--- src/rtl/usb_in_ep_pkg.sv ---
package usb_in_ep_pkg;

   typedef enum logic [1:0] {
      RESP_NONE  = 2'b00,
      RESP_DATA  = 2'b01,
      RESP_NAK   = 2'b10,
      RESP_STALL = 2'b11
   } ep_resp_e;

   localparam logic [1:0] ADDR_CTRL = 2'd0;
   localparam logic [1:0] ADDR_SIZE = 2'd1;
   localparam logic [1:0] ADDR_STS  = 2'd2;
   localparam logic [1:0] ADDR_MASK = 2'd3;

   localparam int CTRL_W     = 6;
   localparam int CB_EN      = 0;
   localparam int CB_NAK_SET = 1;
   localparam int CB_STALL   = 2;
   localparam int CB_NAK_CLR = 3;
   localparam int CB_DIS     = 4;
   localparam int CB_LVL     = 5;

   localparam int NUM_FLAGS  = 6;
   localparam int STS_W      = NUM_FLAGS + 1;
   localparam int SB_DONE    = 0;
   localparam int SB_DIS     = 1;
   localparam int SB_BUSERR  = 2;
   localparam int SB_TMO     = 3;
   localparam int SB_TKN     = 4;
   localparam int SB_NAKEFF  = 5;
   localparam int SB_EMPTY   = 6;

endpackage

--- src/rtl/usb_in_ep_counters.sv ---
module usb_in_ep_counters #(
   parameter int BYTE_W = 7,
   parameter int PKT_W  = 2
) (
   input  logic              clk,
   input  logic              rst_n,
   input  logic              sw_load,
   input  logic [BYTE_W-1:0] sw_bytes,
   input  logic [PKT_W-1:0]  sw_pkts,
   input  logic              en_i,
   input  logic              load_stb,
   input  logic [BYTE_W-1:0] load_len,
   input  logic              sent_stb,
   output logic [BYTE_W-1:0] bytes_o,
   output logic [PKT_W-1:0]  pkts_o,
   output logic              done_o
);

   logic [BYTE_W-1:0] bytes_q;
   logic [PKT_W-1:0]  pkts_q;
   logic [BYTE_W-1:0] bytes_next;
   logic              pkts_zero;

   assign pkts_zero  = (pkts_q == '0);
   assign bytes_next = (load_len >= bytes_q) ? '0 : (bytes_q - load_len);

   always_ff @(posedge clk) begin
      if (!rst_n) begin
         bytes_q <= '0;
         pkts_q  <= '0;
      end else if (sw_load && !en_i) begin
         bytes_q <= sw_bytes;
         pkts_q  <= sw_pkts;
      end else if (en_i) begin
         if (load_stb) bytes_q <= bytes_next;
         if (sent_stb && !pkts_zero) pkts_q <= pkts_q - 1'b1;
      end
   end

   assign bytes_o = bytes_q;
   assign pkts_o  = pkts_q;
   assign done_o  = en_i && (bytes_q == '0) && pkts_zero;

   AST_BYTE_NO_RISE: assert property (@(posedge clk) disable iff (!rst_n)
      en_i |=> bytes_q <= $past(bytes_q));

   AST_PKT_STEP: assert property (@(posedge clk) disable iff (!rst_n)
      (en_i && sent_stb && !pkts_zero) |=> pkts_q == PKT_W'($past(pkts_q) - 1'b1));

   AST_PKT_FLOOR: assert property (@(posedge clk) disable iff (!rst_n)
      (en_i && pkts_zero) |=> pkts_q == '0);

endmodule

--- src/rtl/usb_in_ep_ctrl.sv ---
module usb_in_ep_ctrl
   import usb_in_ep_pkg::*;
#(
   parameter int SW = STS_W
) (
   input  logic              clk,
   input  logic              rst_n,
   input  logic              ctrl_wr,
   input  logic [CTRL_W-1:0] ctrl_bits,
   input  logic              mask_wr,
   input  logic [SW-1:0]     mask_bits,
   input  logic              done_i,
   input  logic              pkt_zero_i,
   output logic              en_o,
   output logic              lvl_sel_o,
   output logic              dis_pulse_o,
   output logic              nak_eff_pulse_o,
   output logic [SW-1:0]     mask_o,
   output ep_resp_e          resp_o
);

   logic          en_q, nak_q, stall_q, sel_q, nak_seen_q;
   logic [SW-1:0] mask_q;

   assign dis_pulse_o = ctrl_wr && ctrl_bits[CB_DIS] && en_q;

   always_ff @(posedge clk) begin
      if (!rst_n) begin
         en_q       <= 1'b0;
         nak_q      <= 1'b0;
         stall_q    <= 1'b0;
         sel_q      <= 1'b0;
         nak_seen_q <= 1'b0;
         mask_q     <= '0;
      end else begin
         if (done_i || dis_pulse_o)              en_q <= 1'b0;
         else if (ctrl_wr && ctrl_bits[CB_EN])   en_q <= 1'b1;
         if (ctrl_wr) begin
            stall_q <= ctrl_bits[CB_STALL];
            sel_q   <= ctrl_bits[CB_LVL];
            if (ctrl_bits[CB_NAK_SET])      nak_q <= 1'b1;
            else if (ctrl_bits[CB_NAK_CLR]) nak_q <= 1'b0;
         end
         nak_seen_q <= nak_q;
         if (mask_wr) mask_q <= mask_bits;
      end
   end

   assign nak_eff_pulse_o = nak_q && !nak_seen_q;

   always_comb begin
      if (stall_q)                              resp_o = RESP_STALL;
      else if (nak_q || !en_q || pkt_zero_i)    resp_o = RESP_NAK;
      else                                      resp_o = RESP_DATA;
   end

   assign en_o      = en_q;
   assign lvl_sel_o = sel_q;
   assign mask_o    = mask_q;

   AST_EN_HOLD: assert property (@(posedge clk) disable iff (!rst_n)
      (en_q && !done_i && !dis_pulse_o) |=> en_q);

endmodule

--- src/rtl/usb_in_ep_flags.sv ---
module usb_in_ep_flags #(
   parameter int NF         = 6,
   parameter int FIFO_DEPTH = 32,
   parameter int LVL_W      = 6
) (
   input  logic             clk,
   input  logic             rst_n,
   input  logic [NF-1:0]    set_i,
   input  logic             clr_wr,
   input  logic [NF-1:0]    clr_bits,
   input  logic [LVL_W-1:0] lvl_i,
   input  logic             sel_full_i,
   output logic [NF-1:0]    flags_o,
   output logic             empty_o
);

   localparam logic [LVL_W-1:0] HALF_LVL = LVL_W'(FIFO_DEPTH / 2);

   logic [NF-1:0] flags_q;

   for (genvar i = 0; i < NF; i++) begin : g_flag
      always_ff @(posedge clk) begin
         if (!rst_n) flags_q[i] <= 1'b0;
         else        flags_q[i] <= set_i[i] | (flags_q[i] & ~(clr_wr & clr_bits[i]));
      end
   end

   logic lvl_zero;
   assign lvl_zero = (lvl_i == '0);

   if (FIFO_DEPTH > 1) begin : g_half
      assign empty_o = sel_full_i ? lvl_zero : (lvl_i <= HALF_LVL);
   end else begin : g_single
      logic unused_sel;
      assign unused_sel = sel_full_i;
      assign empty_o    = lvl_zero;
   end

   assign flags_o = flags_q;

endmodule

--- src/rtl/usb_in_ep_tracker.sv ---
module usb_in_ep_tracker
   import usb_in_ep_pkg::*;
#(
   parameter int DATA_W     = 32,
   parameter int BYTE_W     = 7,
   parameter int PKT_W      = 2,
   parameter int PKT_LSB    = 19,
   parameter int FIFO_DEPTH = 32,
   parameter int LVL_W      = 6
) (
   input  logic              clk,
   input  logic              rst_n,
   input  logic              wr_en,
   input  logic [1:0]        wr_addr,
   input  logic [DATA_W-1:0] wr_data,
   input  logic              load_stb,
   input  logic [BYTE_W-1:0] load_len,
   input  logic              sent_stb,
   input  logic [LVL_W-1:0]  fifo_lvl,
   input  logic              in_token,
   input  logic              tmo_evt,
   input  logic              bus_err_evt,
   output logic              ep_enabled,
   output logic [DATA_W-1:0] xfer_size_reg,
   output logic [STS_W-1:0]  int_status,
   output logic              int_line,
   output logic [1:0]        ep_resp
);

   if (PKT_LSB < BYTE_W || PKT_LSB + PKT_W > DATA_W) begin : g_bad_layout
      $error("size register fields overlap or exceed the data width");
   end
   if (LVL_W < $clog2(FIFO_DEPTH + 1)) begin : g_bad_lvl
      $error("fifo level width too small for the fifo depth");
   end
   if (STS_W > DATA_W) begin : g_bad_sts
      $error("status register wider than the data width");
   end

   logic unused_wr;
   assign unused_wr = ^{wr_data[DATA_W-1:PKT_LSB+PKT_W], wr_data[PKT_LSB-1:BYTE_W]};

   logic wr_ctrl, wr_size, wr_sts, wr_mask;
   assign wr_ctrl = wr_en && (wr_addr == ADDR_CTRL);
   assign wr_size = wr_en && (wr_addr == ADDR_SIZE);
   assign wr_sts  = wr_en && (wr_addr == ADDR_STS);
   assign wr_mask = wr_en && (wr_addr == ADDR_MASK);

   logic              en, done, lvl_sel, dis_pulse, nak_eff_pulse, fifo_empty;
   logic [BYTE_W-1:0] bytes;
   logic [PKT_W-1:0]  pkts;
   logic [STS_W-1:0]  mask;
   logic [NUM_FLAGS-1:0] flag_set, flags;
   ep_resp_e          resp;

   usb_in_ep_counters #(.BYTE_W(BYTE_W), .PKT_W(PKT_W)) u_cnt (
      .clk      (clk),
      .rst_n    (rst_n),
      .sw_load  (wr_size),
      .sw_bytes (wr_data[BYTE_W-1:0]),
      .sw_pkts  (wr_data[PKT_LSB +: PKT_W]),
      .en_i     (en),
      .load_stb (load_stb),
      .load_len (load_len),
      .sent_stb (sent_stb),
      .bytes_o  (bytes),
      .pkts_o   (pkts),
      .done_o   (done)
   );

   usb_in_ep_ctrl #(.SW(STS_W)) u_ctrl (
      .clk             (clk),
      .rst_n           (rst_n),
      .ctrl_wr         (wr_ctrl),
      .ctrl_bits       (wr_data[CTRL_W-1:0]),
      .mask_wr         (wr_mask),
      .mask_bits       (wr_data[STS_W-1:0]),
      .done_i          (done),
      .pkt_zero_i      (pkts == '0),
      .en_o            (en),
      .lvl_sel_o       (lvl_sel),
      .dis_pulse_o     (dis_pulse),
      .nak_eff_pulse_o (nak_eff_pulse),
      .mask_o          (mask),
      .resp_o          (resp)
   );

   always_comb begin
      flag_set            = '0;
      flag_set[SB_DONE]   = done;
      flag_set[SB_DIS]    = dis_pulse;
      flag_set[SB_BUSERR] = bus_err_evt;
      flag_set[SB_TMO]    = tmo_evt;
      flag_set[SB_TKN]    = in_token && (fifo_lvl == '0);
      flag_set[SB_NAKEFF] = nak_eff_pulse;
   end

   usb_in_ep_flags #(.NF(NUM_FLAGS), .FIFO_DEPTH(FIFO_DEPTH), .LVL_W(LVL_W)) u_flags (
      .clk        (clk),
      .rst_n      (rst_n),
      .set_i      (flag_set),
      .clr_wr     (wr_sts),
      .clr_bits   (wr_data[NUM_FLAGS-1:0]),
      .lvl_i      (fifo_lvl),
      .sel_full_i (lvl_sel),
      .flags_o    (flags),
      .empty_o    (fifo_empty)
   );

   always_comb begin
      xfer_size_reg                    = '0;
      xfer_size_reg[BYTE_W-1:0]        = bytes;
      xfer_size_reg[PKT_LSB +: PKT_W]  = pkts;
   end

   assign int_status = {fifo_empty, flags};
   assign int_line   = |(int_status & mask);
   assign ep_enabled = en;
   assign ep_resp    = resp;

   AST_DONE_CLEARS: assert property (@(posedge clk) disable iff (!rst_n)
      done |=> (!ep_enabled && int_status[SB_DONE]));

   AST_TOKEN_FLAG: assert property (@(posedge clk) disable iff (!rst_n)
      (in_token && fifo_lvl == '0) |=> int_status[SB_TKN]);

   AST_NO_DATA_EMPTY: assert property (@(posedge clk) disable iff (!rst_n)
      (ep_enabled && pkts == '0) |-> ep_resp != RESP_DATA);

endmodule

--- config.mk ---
export PLATFORM = sky130hd
export DESIGN_NAME = usb_in_ep_tracker
export DESIGN_NICKNAME = d
export VERILOG_FILES = /design/src/rtl/usb_in_ep_pkg.sv /design/src/rtl/usb_in_ep_counters.sv /design/src/rtl/usb_in_ep_ctrl.sv /design/src/rtl/usb_in_ep_flags.sv /design/src/rtl/usb_in_ep_tracker.sv
export SDC_FILE = /design/constraint.sdc
export NUM_CORES = 1
export LEC_CHECK = 0
export BUFFER_PORTS_ARGS = -buffer_cell sky130_fd_sc_hd__buf_2
export CORE_AREA = 2 2 83 85
export DETAILED_ROUTE_END_ITERATION = 12
export DIE_AREA = 0 0 85 87
export MAX_ROUTING_LAYER = met4
export PLACE_DENSITY = 0.57
export SYNTH_ARGS = -nofsm -noshare
export SYNTH_HDL_FRONTEND = slang
export SYNTH_HIERARCHICAL = 1
export SYNTH_SLANG_ARGS = --single-unit
--- constraint.sdc ---
create_clock -name clk -period 1.6 [get_ports clk]
set_input_delay 0.24 -clock clk [delete_from_list [all_inputs] [get_ports clk]]
set_output_delay 0.24 -clock clk [all_outputs]
set_load 0.03 [all_outputs]
==> impl_results.md <==
- Post-synthesis sequential area ratio: 28.29%
- Worst-path clk slew: 0.09 ns
- Fill count: 685
- Final min period: 1.595 ns
- Layout cells sized above 1: 43.42%
- Kind of critical path: reg -> out
- Tightest Pin Transition: 0.5157 ns
- Die area: 7395 sq um
- WP data required: 1.36 ns
- Design Area, Final: 2542 sq um
- Post-synthesis mux area share: 5.239%
- Total power: 1.603 mW
- Asr flop ratio synth: 0%
- Final Slew Violations: 0
- Congestion Overflow GR: 0
- Root Driver: clkbuf_8
- Die width: 85 um
- Metal1 wirelength: 2215 um
- FF+latch count, synth: 27
- Post-Synth Simple-Gate Area: 19.06%
- Slew headroom: 64.63%
- Dominant synthesized flop cell: dfxtp_1
- DP Cell Count: 354
- Clock power frac: 24.5%
- Crit path DAT: 1.35 ns
- Met3 routed WL: 250 um
- Most common cell after layout, fill and taps aside: buf_2
- RSZ-0062 raised after global routing: yes
- Clock sink total: 27
- Port Buffers: 51
- Final antenna-violating net count: 0
- Status: finished clean
- Crit path capture type: output port
- Initial DRC count: 27
- Setup total negative slack: 0 ns
- Vias per cell: 4.762
- CP Max Fanout: 3
- Clock buffer depth: 2
- Gpl congestion: 0.8130
- Core Box Area: 6569 sq um
- Worst hold margin: 0.1675 ns
- Startpoint types: flop
- Flop pwr share: 44.4%
- Clock latency on the worst-skew pair: 0.27 ns
- Drt pass-1 iters: 4
- Largest family of logic cells by synthesized area: compound AO/OA/AOI/OAI gates
- N_diodes: 0
- Leak: 1.093 nW
- Average routed wire per standard cell: 13.39 um
- Post-Synth XOR/XNOR Area: 0.9168%
- Yosys warning total: 6
- Hold Path Class: in -> reg
- Non-filler cells, final: 361
- Chip height: 87 um
- Switching Share: 32.91%
- Ports: 98
- Worst Slack Setup Final: 0.005380 ns
- Cell count after synthesis: 209
- Netlist cell types: 57
- First-pass GRT wire length: 7810 um
- Setup-failing EPs final: 0
- Comb power frac: 31.1%
- Vias in the first global route: 1660
- Detailed-placement wirelength estimate: 3695 um
- Layout Nets: 346
- Worst ir drop on vdd: 0.3803 mV
- Max-Cap Viols: 0
- Final core utilization: 38.70%
- Post-synth EDFFs: 0
- Area after DPL: 2321 sq um
- Clock tree from TritonCTS: done
- Dpl ws: -0.1087 ns
- Top layer in use: met4
- Pwr Density: 630.4 nW/um^2
- Switching Power: 527.4 uW
- Total wire length: 4834 um
- Routed met2 length: 2313 um
- Adder-cell share of the synthesized area: 6.287%
- Core Rows: 30
- # DRC: 0
- Syn_area_per_cell: 9.142 sq um
- Setup Skew: 0.001739 ns
- H-tree depth: 1
- Initial antenna violation count: 0
- Synth Area in Compound Gates: 25.80%
- Via count: 1719
- Fin. Hold Viols: 0
- GRT Resource Usage Total: 13.48%
- Max frequency: 627.1 MHz
- Synthesized area: 1911 sq um
- Post-route clock period utilization: 99.66%
- Most frequent cells in the layout: buf_2 (50), buf_4 (25), conb_1 (23)
- Starting Density: 29.09%
- Largest net degree at the start of global routing: 26
- Syn-to-layout area delta: 33.07%
- CTS Buf Count: 3
- Internal: 1.075 mW
power by group through the flow:
stage	combinational, mW	clock [mW]	sequential, mW
after CTS	0.473	0.403	0.710
final	0.499	0.393	0.711
after global placement	0.438	0	0.724
after detailed placement	0.440	0	0.724
after global routing	0.541	0.427	0.716
after floorplan	0.316	0	0.753
Yosys cell counts (2+ instances only):
cell       n  area [sq um]
dfxtp_1   27         540.5
buf_4     24         180.2
nor2b_1   13         81.33
inv_1     12         45.04
nand2_1   12         45.04
mux2i_1   10         100.1
o21a_1     9         67.56
ha_1       8         100.1
nor2_1     8         30.03
a21boi_0   6         45.04
a22oi_1    6         45.04
nand2b_1   5         31.28
a21oi_1    3         15.01
a22o_1     3         26.28
buf_6      3         33.78
nor3b_1    3         22.52
o21ai_0    3         15.01
o22ai_1    3         18.77
o31ai_1    3         22.52
a21bo_1    2         20.02
a21oi_2    2         17.52
and2_1     2         12.51
and3b_1    2         17.52
nand3_1    2         10.01
nor3_1     2         10.01
nor4_1     2         12.51
nor4_2     2         25.02
o211ai_1   2         15.01
xnor2_1    2         17.52
repair_timing:
action / in CTS / in global routing
hold buffers: 0 / 0
setup endpoints to repair: 6 / 9
pin swaps: 8 / 10
endpoints found under the hold margin: 0 / 0
setup buffers: 2 / 1
gates resized for setup: 18 / 12
cell type report:
type / count / area, sq um / area share [%]
clock buffers: 4 / 45.04 / 1.772
inverters: 12 / 45.04 / 1.772
multi-input cells: 162 / 1344 / 52.85
flip-flops and latches: 27 / 559.3 / 22.00
well taps: 80 / 100.1 / 3.937
repair buffers: 76 / 449.2 / 17.67
per-layer routing:
layer	vias up	global-route usage, %
met4	0	3.896
met5	-	-
li1	854	-
met2	56	22.94
met1	803	17.02
met3	6	1.327
logic make-up (layout without fill, tap and decap cells):
group,after synthesis,in the layout
buffers and inverters,42,92
XOR/XNOR,2,2
AND/OR/NAND/NOR,61,61
multiplexers,10,10
other,1,23
adder cells (fa/ha/maj),9,9
flip-flops,27,27
AO/OA/AOI/OAI,57,57
sequential cells by signal, summed over array words and instances (netlist names):
| register | flops |
|---|---|
| u_ctrl/nak_seen_q | 1 |
| u_ctrl/lvl_sel_o | 1 |
| u_flags/flags_o | 6 |
| u_ctrl/mask_o | 7 |
| u_ctrl/nak_q | 1 |
| u_cnt/bytes_o | 7 |
| u_cnt/pkts_o | 2 |
| u_ctrl/stall_q | 1 |
| u_ctrl/en_o | 1 |
critical path, stage by stage (launching register included):
cell and delay, ns:
dfxtp_2 0.35, nor2_1 0.04, o21a_1 0.17, a222oi_1 0.22
nand3_1 0.14, buf_6 0.16
final timing paths:
path	startpoint	to	slack, ns	cells past startpoint
worst max-delay path	u_ctrl/lvl_sel_o	int_line	0.005	5
worst min-delay path	tmo_evt	u_flags/flags_o[3]	0.17	2
worst max register to register	u_cnt/bytes_o[0]	u_cnt/bytes_o[6]	0.005	7
worst min register to register	u_ctrl/nak_q	u_ctrl/nak_seen_q	0.52	1
No activity file was read; power rests on OpenSTA's default activity.
